**config.mk**
```make
export PLATFORM = sky130hd
export DESIGN_NAME = fpa_pipe4
export DESIGN_NICKNAME = d
export VERILOG_FILES = /design/src/rtl/fpa_pkg.sv /design/src/rtl/fpa_cmp_stage.sv /design/src/rtl/fpa_align_stage.sv /design/src/rtl/fpa_addsub_stage.sv /design/src/rtl/fpa_norm_stage.sv /design/src/rtl/fpa_pipe4.sv
export SDC_FILE = /design/constraint.sdc
export NUM_CORES = 1
export LEC_CHECK = 0
export ABC_AREA = 1
export ABC_CLOCK_PERIOD_IN_PS = 8090
export BUFFER_PORTS_ARGS = -buffer_cell sky130_fd_sc_hd__buf_2
export CAP_MARGIN = 25
export CORE_ASPECT_RATIO = 2
export CORE_UTILIZATION = 65
export CTS_CLUSTER_DIAMETER = 100
export DETAILED_ROUTE_END_ITERATION = 10
export GPL_TIMING_DRIVEN = 0
export PLACE_DENSITY = 0.85
export RECOVER_POWER = 25
export SLEW_MARGIN = 30
export SYNTH_ARGS = -nofsm -noshare
export SYNTH_HDL_FRONTEND = slang
export SYNTH_HIERARCHICAL = 1
export SYNTH_SLANG_ARGS = --single-unit
```
**constraint.sdc**
```tcl
create_clock -name clk -period 8.09 [get_ports clk]
set_clock_uncertainty 0.15 [all_clocks]
set_input_delay 0.4045 -clock clk [delete_from_list [all_inputs] [get_ports clk]]
set_output_delay 0.4045 -clock clk [all_outputs]
set_load 0.01 [all_outputs]
```
**src/rtl/fpa_pkg.sv**
```systemverilog
// Shared definitions for the four-stage floating-point adder.
// Assumes the sign-magnitude format described in the brief.
package fpa_pkg;
    localparam int FPA_EXP_W = 8;
    localparam int FPA_MAN_W = 16;

    // Effective operation once B's sign has been merged with the op select.
    typedef enum logic {
        OP_ADD = 1'b0,
        OP_SUB = 1'b1
    } fpa_op_e;
endpackage

```
**src/rtl/fpa_cmp_stage.sv**
```systemverilog
// Segment one: compares signed exponents, keeps the larger one, computes the
// non-negative difference, and orders the operands so the larger-exponent
// one is "big". The subtract select is folded into B's sign here.
// Assumes: exponents are two's complement, EXP_W bits wide.
module fpa_cmp_stage
    import fpa_pkg::*;
#(
    parameter int EXP_W = FPA_EXP_W,
    parameter int MAN_W = FPA_MAN_W
) (
    input  logic             clk,
    input  logic             rst_n,
    input  logic             v_i,
    input  logic             op_sub,
    input  logic             a_s,
    input  logic [EXP_W-1:0] a_e,
    input  logic [MAN_W-1:0] a_m,
    input  logic             b_s,
    input  logic [EXP_W-1:0] b_e,
    input  logic [MAN_W-1:0] b_m,
    output logic             v_o,
    output logic             big_s,
    output logic [MAN_W-1:0] big_m,
    output logic             sml_s,
    output logic [MAN_W-1:0] sml_m,
    output logic [EXP_W-1:0] exp_o,
    output logic [EXP_W:0]   diff_o
);
    fpa_op_e               op;
    logic                  b_eff_s;
    logic                  a_ge;
    logic signed [EXP_W:0] ea_x;
    logic signed [EXP_W:0] eb_x;
    logic        [EXP_W:0] diff_c;

    // Sign-extend the exponents, pick the larger and form the gap.
    always_comb begin
        op      = fpa_op_e'(op_sub);
        b_eff_s = (op == OP_SUB) ? ~b_s : b_s;
        ea_x    = {a_e[EXP_W-1], a_e};
        eb_x    = {b_e[EXP_W-1], b_e};
        a_ge    = (ea_x >= eb_x);
        diff_c  = a_ge ? $unsigned(ea_x - eb_x) : $unsigned(eb_x - ea_x);
    end

    // Stage register: ordered operands, working exponent and gap.
    always_ff @(posedge clk) begin
        if (!rst_n) begin
            v_o    <= 1'b0;
            big_s  <= 1'b0;
            big_m  <= '0;
            sml_s  <= 1'b0;
            sml_m  <= '0;
            exp_o  <= '0;
            diff_o <= '0;
        end else begin
            v_o    <= v_i;
            big_s  <= a_ge ? a_s : b_eff_s;
            big_m  <= a_ge ? a_m : b_m;
            sml_s  <= a_ge ? b_eff_s : a_s;
            sml_m  <= a_ge ? b_m : a_m;
            exp_o  <= a_ge ? a_e : b_e;
            diff_o <= diff_c;
        end
    end

    // the working exponent is never below either input exponent.
    p_exp_max_r2: assert property (@(posedge clk) disable iff (!rst_n)
        v_i |=> ($signed(exp_o) >= $signed($past(a_e)))
             && ($signed(exp_o) >= $signed($past(b_e))));
endmodule

```
**src/rtl/fpa_align_stage.sv**
```systemverilog
// Segment two: shifts the smaller-exponent mantissa right by the exponent
// gap. Bits shifted out are dropped. A gap of MAN_W or more gives zero.
// Assumes: the gap arrives as an unsigned EXP_W+1 bit value.
module fpa_align_stage #(
    parameter int EXP_W = 8,
    parameter int MAN_W = 16
) (
    input  logic             clk,
    input  logic             rst_n,
    input  logic             v_i,
    input  logic             big_s_i,
    input  logic [MAN_W-1:0] big_m_i,
    input  logic             sml_s_i,
    input  logic [MAN_W-1:0] sml_m_i,
    input  logic [EXP_W-1:0] exp_i,
    input  logic [EXP_W:0]   diff_i,
    output logic             v_o,
    output logic             big_s_o,
    output logic [MAN_W-1:0] big_m_o,
    output logic             sml_s_o,
    output logic [MAN_W-1:0] sml_m_o,
    output logic [EXP_W-1:0] exp_o
);
    localparam int DW = EXP_W + 1;

    logic             far;
    logic [MAN_W-1:0] shifted;

    // Right shift with an explicit flush for out-of-range gaps.
    always_comb begin
        far     = (diff_i >= DW'(MAN_W));
        shifted = far ? '0 : (sml_m_i >> diff_i);
    end

    // Stage register: aligned operand pair.
    always_ff @(posedge clk) begin
        if (!rst_n) begin
            v_o     <= 1'b0;
            big_s_o <= 1'b0;
            big_m_o <= '0;
            sml_s_o <= 1'b0;
            sml_m_o <= '0;
            exp_o   <= '0;
        end else begin
            v_o     <= v_i;
            big_s_o <= big_s_i;
            big_m_o <= big_m_i;
            sml_s_o <= sml_s_i;
            sml_m_o <= shifted;
            exp_o   <= exp_i;
        end
    end

    // a gap of at least the mantissa width leaves nothing of the small operand.
    p_far_zero_r3: assert property (@(posedge clk) disable iff (!rst_n)
        (v_i && (diff_i >= DW'(MAN_W))) |=> (sml_m_o == '0));
    // alignment can only shrink the smaller mantissa.
    p_align_shrink_r2: assert property (@(posedge clk) disable iff (!rst_n)
        v_i |=> (sml_m_o <= $past(sml_m_i)));
endmodule

```
**src/rtl/fpa_addsub_stage.sv**
```systemverilog
// Segment three: sign-magnitude add or subtract of the aligned mantissas.
// Matching signs add; differing signs subtract the smaller magnitude from
// the larger, and the result takes the larger one's sign.
// Assumes: mantissas are already aligned to a common exponent.
module fpa_addsub_stage #(
    parameter int EXP_W = 8,
    parameter int MAN_W = 16
) (
    input  logic             clk,
    input  logic             rst_n,
    input  logic             v_i,
    input  logic             big_s_i,
    input  logic [MAN_W-1:0] big_m_i,
    input  logic             sml_s_i,
    input  logic [MAN_W-1:0] sml_m_i,
    input  logic [EXP_W-1:0] exp_i,
    output logic             v_o,
    output logic             s_o,
    output logic [EXP_W-1:0] exp_o,
    output logic [MAN_W:0]   mag_o
);
    logic [MAN_W:0] mag_c;
    logic           s_c;
    logic           big_ge;

    // Choose add or ordered subtract and the result sign.
    always_comb begin
        big_ge = (big_m_i >= sml_m_i);
        if (big_s_i == sml_s_i) begin
            mag_c = {1'b0, big_m_i} + {1'b0, sml_m_i};
            s_c   = big_s_i;
        end else if (big_ge) begin
            mag_c = {1'b0, big_m_i} - {1'b0, sml_m_i};
            s_c   = big_s_i;
        end else begin
            mag_c = {1'b0, sml_m_i} - {1'b0, big_m_i};
            s_c   = sml_s_i;
        end
    end

    // Stage register: raw magnitude with its carry bit.
    always_ff @(posedge clk) begin
        if (!rst_n) begin
            v_o   <= 1'b0;
            s_o   <= 1'b0;
            exp_o <= '0;
            mag_o <= '0;
        end else begin
            v_o   <= v_i;
            s_o   <= s_c;
            exp_o <= exp_i;
            mag_o <= mag_c;
        end
    end

    // a same-sign sum is never smaller than the larger-exponent operand.
    p_add_grow_r5: assert property (@(posedge clk) disable iff (!rst_n)
        (v_i && (big_s_i == sml_s_i)) |=> (mag_o >= {1'b0, $past(big_m_i)}));
    // a difference never exceeds either input and never carries out.
    p_sub_bound_r6: assert property (@(posedge clk) disable iff (!rst_n)
        (v_i && (big_s_i != sml_s_i)) |=> (!mag_o[MAN_W])
            && (mag_o[MAN_W-1:0] <= (($past(big_m_i) >= $past(sml_m_i)) ?
                                     $past(big_m_i) : $past(sml_m_i))));
endmodule

```
**src/rtl/fpa_norm_stage.sv**
```systemverilog
// Segment four: normalizes the raw magnitude. A carry out is undone by a
// one-place right shift and an exponent increment. Leading zeros are
// removed by a left shift with a matching exponent decrement. An exact
// zero is forced to a clean zero.
// Assumes: exponent overflow and underflow wrap, as they are out of scope.
module fpa_norm_stage #(
    parameter int EXP_W = 8,
    parameter int MAN_W = 16
) (
    input  logic             clk,
    input  logic             rst_n,
    input  logic             v_i,
    input  logic             s_i,
    input  logic [EXP_W-1:0] exp_i,
    input  logic [MAN_W:0]   mag_i,
    output logic             v_o,
    output logic             s_o,
    output logic [EXP_W-1:0] exp_o,
    output logic [MAN_W-1:0] man_o
);
    localparam int LZW = $clog2(MAN_W + 1);

    logic [LZW-1:0]   lz;
    logic             found;
    logic             n_s;
    logic [EXP_W-1:0] n_exp;
    logic [MAN_W-1:0] n_man;

    // Leading-zero count of the low MAN_W bits, scanning from the MSB.
    always_comb begin
        lz    = '0;
        found = 1'b0;
        for (int i = 0; i < MAN_W; i++) begin
            if (!found && mag_i[MAN_W-1-i]) begin
                lz    = LZW'(i);
                found = 1'b1;
            end
        end
    end

    // Pick among zero, carry-out and left-shift normalization.
    always_comb begin
        if (mag_i == '0) begin
            n_s   = 1'b0;
            n_exp = '0;
            n_man = '0;
        end else if (mag_i[MAN_W]) begin
            n_s   = s_i;
            n_exp = exp_i + EXP_W'(1);
            n_man = mag_i[MAN_W:1];
        end else begin
            n_s   = s_i;
            n_exp = exp_i - EXP_W'(lz);
            n_man = mag_i[MAN_W-1:0] << lz;
        end
    end

    // Output register.
    always_ff @(posedge clk) begin
        if (!rst_n) begin
            v_o   <= 1'b0;
            s_o   <= 1'b0;
            exp_o <= '0;
            man_o <= '0;
        end else begin
            v_o   <= v_i;
            s_o   <= n_s;
            exp_o <= n_exp;
            man_o <= n_man;
        end
    end

    // any nonzero result leaves with its mantissa MSB set.
    p_norm_msb_r7: assert property (@(posedge clk) disable iff (!rst_n)
        (v_o && (man_o != '0)) |-> man_o[MAN_W-1]);
    // a zero magnitude becomes an all-zero result.
    p_zero_clean_r8: assert property (@(posedge clk) disable iff (!rst_n)
        (v_i && (mag_i == '0)) |=> (man_o == '0) && (exp_o == '0) && !s_o);
endmodule

```
**src/rtl/fpa_pipe4.sv**
```systemverilog
// Four-segment floating-point add/subtract pipeline: compare, align,
// combine, normalize. It accepts one operand pair per cycle, and each
// result appears four cycles after its pair.
// Assumes: normalized inputs; truncation instead of rounding.
module fpa_pipe4
    import fpa_pkg::*;
#(
    parameter int EXP_W = FPA_EXP_W,
    parameter int MAN_W = FPA_MAN_W
) (
    input  logic             clk,
    input  logic             rst_n,
    input  logic             in_valid,
    input  logic             op_sub,
    input  logic             a_sign,
    input  logic [EXP_W-1:0] a_exp,
    input  logic [MAN_W-1:0] a_mant,
    input  logic             b_sign,
    input  logic [EXP_W-1:0] b_exp,
    input  logic [MAN_W-1:0] b_mant,
    output logic             out_valid,
    output logic             res_sign,
    output logic [EXP_W-1:0] res_exp,
    output logic [MAN_W-1:0] res_mant
);
    logic             c_v, c_bs, c_ss;
    logic [MAN_W-1:0] c_bm, c_sm;
    logic [EXP_W-1:0] c_e;
    logic [EXP_W:0]   c_d;
    logic             l_v, l_bs, l_ss;
    logic [MAN_W-1:0] l_bm, l_sm;
    logic [EXP_W-1:0] l_e;
    logic             m_v, m_s;
    logic [EXP_W-1:0] m_e;
    logic [MAN_W:0]   m_mag;

    fpa_cmp_stage #(.EXP_W(EXP_W), .MAN_W(MAN_W)) u_cmp (
        .clk(clk), .rst_n(rst_n), .v_i(in_valid), .op_sub(op_sub),
        .a_s(a_sign), .a_e(a_exp), .a_m(a_mant),
        .b_s(b_sign), .b_e(b_exp), .b_m(b_mant),
        .v_o(c_v), .big_s(c_bs), .big_m(c_bm), .sml_s(c_ss), .sml_m(c_sm),
        .exp_o(c_e), .diff_o(c_d));

    fpa_align_stage #(.EXP_W(EXP_W), .MAN_W(MAN_W)) u_align (
        .clk(clk), .rst_n(rst_n), .v_i(c_v),
        .big_s_i(c_bs), .big_m_i(c_bm), .sml_s_i(c_ss), .sml_m_i(c_sm),
        .exp_i(c_e), .diff_i(c_d),
        .v_o(l_v), .big_s_o(l_bs), .big_m_o(l_bm), .sml_s_o(l_ss),
        .sml_m_o(l_sm), .exp_o(l_e));

    fpa_addsub_stage #(.EXP_W(EXP_W), .MAN_W(MAN_W)) u_addsub (
        .clk(clk), .rst_n(rst_n), .v_i(l_v),
        .big_s_i(l_bs), .big_m_i(l_bm), .sml_s_i(l_ss), .sml_m_i(l_sm),
        .exp_i(l_e),
        .v_o(m_v), .s_o(m_s), .exp_o(m_e), .mag_o(m_mag));

    fpa_norm_stage #(.EXP_W(EXP_W), .MAN_W(MAN_W)) u_norm (
        .clk(clk), .rst_n(rst_n), .v_i(m_v), .s_i(m_s), .exp_i(m_e),
        .mag_i(m_mag),
        .v_o(out_valid), .s_o(res_sign), .exp_o(res_exp), .man_o(res_mant));

    // a valid pair yields a valid result exactly four cycles later.
    p_latency_r9: assert property (@(posedge clk) disable iff (!rst_n)
        in_valid |-> ##4 out_valid);
    // an idle input cycle yields an idle output cycle four cycles later.
    p_bubble_r9: assert property (@(posedge clk) disable iff (!rst_n)
        !in_valid |-> ##4 !out_valid);
    // reset clears the output side at the next edge.
    p_reset_clear_r10: assert property (@(posedge clk)
        !rst_n |=> !out_valid && (res_mant == '0) && (res_exp == '0) && !res_sign);
endmodule

```
==> flow_summary_export.csv <==
group,metric,value,unit
final_layout,multi_input_area,6740,sq um
place,port_buffers,79,
detailed_routing,wirelength,43000,microns
critical_path,worstPathArrival,4.88,ns
clocking,tritoncts,"built",
grt,grt_antenna_before_repair,0,
detailed_routing,wl_per_cell,20.6,microns
final_layout,drive_gt1_share,13.1,%
critical_path,crit_path_end_kind,"flop",
timing,fin_crit_sh,57.5,%
grt,grt_first_pass_wirelength,67500,microns
power,power_density,288,nW/um^2
critical_path,crit_fanout,10,
detailed_routing,drcViolationCount,0,
synthesis,synth_area,11300,sq um
timing,finalSetupTns,0,ns
floorplan,pin_count,80,
critical_path,path_depth,22,
clocking,cts_root_buffer,"clkbuf_16",
final_layout,synthToLayoutAreaGrowth,11.2,%
clocking,numCtsBuffers,17,
final_layout,num-fill-cells,1352,
clocking,cts.sinks,148,
place,dp_hpwl,31400,microns
synthesis,seq_area_frac_synth,26.3,%
timing,max_slew_margin,36.9,%
clocking,cts.clk_slew.worst_paths,0.07,ns
critical_path,start_kind,"flop",
hold_path,hold_class,"in -> reg",
synthesis,synth.distinct_cells,48,
power,p_leak,0.00676,uW
critical_path,r2r-end,"u_norm/exp_o[7]",
grt,grt-ovfl-total,0,
timing,slew_violations,0,
timing,tightest_slew,0.947,ns
clocking,cts_resized,0,
critical_path,critical_path.top_delay_family,"simple AND/OR/NAND/NOR gates",
critical_path,r2r-start,"u_addsub/mag_o[14]",
timing,hold_viol,0,
critical_path,path_cells,"nor2_2, nand2_2, nor3_4, nand2_1, a21oi_2, nor2_1, inv_1, buf_4, o21ai_0, a21oi_1, ha_1, a21oi_1, nand2_1, nand2_1, inv_1, or2_2, a21oi_1, nor2_1, nor2_1, o21bai_1, a21oi_1, o21a_1",
synthesis,syn-num-nets,1904,
status,status,"finished clean",
timing,rsz0062_at_grt,"no",
floorplan,placeableCoreArea,16800,sq um
floorplan,row_count,67,
synthesis,syn_avg_cell_area,6.36,sq um
detailed_routing,routed_via_density,6.13,
critical_path,worstSetupStartpoint,"u_addsub/mag_o[14]",
detailed_routing,drtIter0Drc,1498,
grt,grt_pass1_vias,12700,
power,total_power,3610,uW
critical_path,crit_slowest_cell,"dfxtp_1",
final_layout,seqCellArea,2960,sq um
critical_path,cpMostUsedCell,"a21oi_1",
critical_path,ff2ff_setup_slack,3.44,ns
clocking,post_cts.repair.setup_buffers,0,
timing,period_minus_slack,4.65,ns
critical_path,path_buf_inv,3,
timing,setup_viol,0,
final_layout,antenna_cells,0,
final_layout,finalNetCount,2004,
power,vdd_ir_drop_max,0.201,mV
floorplan,die_area,17900,sq um
grt,grt_usage,50.6,%
floorplan,die_y,188,microns
final_layout,stdcell_count,2090,
floorplan,die_w,95.1,microns
clocking,htreeDepth,4,
place,dp.cells,2057,
critical_path,r2r_cells,22,
detailed_routing,route.antenna.remaining_nets,0,
clocking,clk_latency,0.44,ns
synthesis,yosysWarnings,6,
synthesis,ys_ff_latch,148,
critical_path,worst-setup-path-type,"reg -> reg",
critical_path,crit_end,"u_norm/exp_o[7]",
clocking,cts_buffer_depth,2,
floorplan,start_util,66.9,%
critical_path,cp.required,8.32,ns
flow_run,maxCapViolCount,0,
detailed_routing,drtPass1Iterations,8,
critical_path,critical-path-max-stage-delay,0.68,ns
synthesis,synthCells,1771,
timing,timing.fmax,215,MHz
grt,grt_max_degree,17,
detailed_routing,vias,12800,
place,gp_congestion,1.04,
==> power by group <==
part | internal (uW) | leakage, uW | switching, uW
Combinational | 561 | 0.00524 | 1320
Clock | 512 | 0.000306 | 323
Sequential | 834 | 0.00122 | 68.5
==> cells in the final DEF (no fill, tap or decap), drive strengths merged <==
cell and count:
o21a 1, xor2 13, o21bai 5, o211ai 4, nor3 10, a21oi 126
inv 270, a21o 3, bufinv 3, nand3 202, clkbuf 59, nand4 36
a22oi 2, o21ai 28, dfxtp 148, o2111ai 1, nand2 552, buf 118
a31oi 3, xnor2 5, a41oi 1, fa 6, dlygate4sd3 1, or2 5
nand3b 35, ha 73, clkinv 8, a21boi 1, and2 2, o31ai 1
nor2 161
==> worst min path at each step <==
stage	start	endpoint	slack, ns	depth (start not counted)
3_5_place_dp	u_align/v_o	u_addsub/v_o	0.25	2
5_1_grt	b_mant[11]	u_cmp/sml_m[11]	0.06	3
2_1_floorplan	u_align/exp_o[6]	u_addsub/exp_o[6]	0.24	2
4_1_cts	b_mant[11]	u_cmp/sml_m[11]	0.05	3
6_report	b_mant[12]	u_cmp/sml_m[12]	0.06	3
3_3_place_gp	u_align/exp_o[7]	u_addsub/exp_o[7]	0.24	2
==> synthesized netlist by cell type, drive strengths merged <==
master / n / area share (%)
a21boi: 1 / 0.067
a21o: 3 / 0.20
a21oi: 126 / 6.0
a22oi: 2 / 0.13
a31oi: 3 / 0.17
a41oi: 1 / 0.078
and2: 2 / 0.11
buf: 65 / 4.5
clkbuf: 11 / 0.46
clkinv: 4 / 0.14
dfxtp: 148 / 26
fa: 6 / 1.1
ha: 73 / 8.1
inv: 267 / 8.9
nand2: 552 / 19
nand3: 202 / 9.5
nand3b: 35 / 2.4
nand4: 36 / 2.1
nor2: 161 / 6.1
nor3: 10 / 0.59
o2111ai: 1 / 0.078
o211ai: 4 / 0.27
o21a: 1 / 0.067
o21ai: 28 / 1.3
o21bai: 5 / 0.33
o31ai: 1 / 0.067
or2: 5 / 0.28
xnor2: 5 / 0.39
xor2: 13 / 1.0
==> sequential cells by signal, indices dropped and copies added, names as in the netlist <==
name,count
u_cmp/big_s,1
u_norm/s_o,1
u_align/big_m_o,16
u_cmp/diff_o,9
u_align/sml_m_o,16
u_cmp/v_o,1
u_cmp/exp_o,8
u_align/exp_o,8
u_addsub/mag_o,17
u_norm/exp_o,8
u_align/sml_s_o,1
u_addsub/exp_o,8
u_cmp/sml_m,16
u_addsub/v_o,1
u_cmp/big_m,16
u_norm/man_o,16
u_norm/v_o,1
u_addsub/s_o,1
u_align/big_s_o,1
u_cmp/sml_s,1
u_align/v_o,1
==> per-layer routing <==
metal	share of wire (%)	track usage [%]	vias to the layer above
li1	-	-	5769
met1	27	40.3	5678
met2	49	82.6	930
met3	10	24.0	442
met4	14	54.9	0
met5	0	0	-
==> tightest hold or removal path: cells and delay by family <==
| family | cells | cell delay, ns |
|---|---|---|
| simple gates | 1 | 0.08 |
| buf+inv | 1 | 0.09 |
| compound gates | 1 | 0.04 |
==> logic make-up after synthesis <==
family	Yosys count	share of synthesized area, %
AO/OA/AOI/OAI	176	8.73
XOR/XNOR	18	1.40
adder cells (fa/ha/maj)	79	9.17
buffers and inverters	347	14.0
flip-flops	148	26.3
AND/OR/NAND/NOR	1003	40.4
==> repair_timing <==
item	4_1_cts	5_1_grt
endpoints found under the setup margin	0	0
endpoints found under the hold margin	1	0
hold buffers	1	0
==> stage by stage <==
stage / utilization (%) / hold WS (ns) / setup slack (ns) / cell area (sq um)
after floorplan: - / 0.236 / 4.78 / 11300
after global placement: 70.8 / 0.245 / 4.17 / 11900
after detailed placement: 70.8 / 0.253 / 3.97 / 11900
after CTS: 74.5 / 0.0518 / 3.81 / 12500
after global routing: 74.4 / 0.0647 / 3.09 / 12500
final: 74.4 / 0.0584 / 3.44 / 12500
==> cell type report <==
cell class / instances / area share [%]
buffer: 76 / 4.44
clock buffer: 21 / 3.75
clock inverter: 10 / 1.17
inverter: 271 / 8.13
multi-input combinational: 1276 / 53.7
sequential: 148 / 23.6
tap: 207 / 2.07
timing repair buffer: 81 / 3.05
Power figures use the tool's default switching activity.
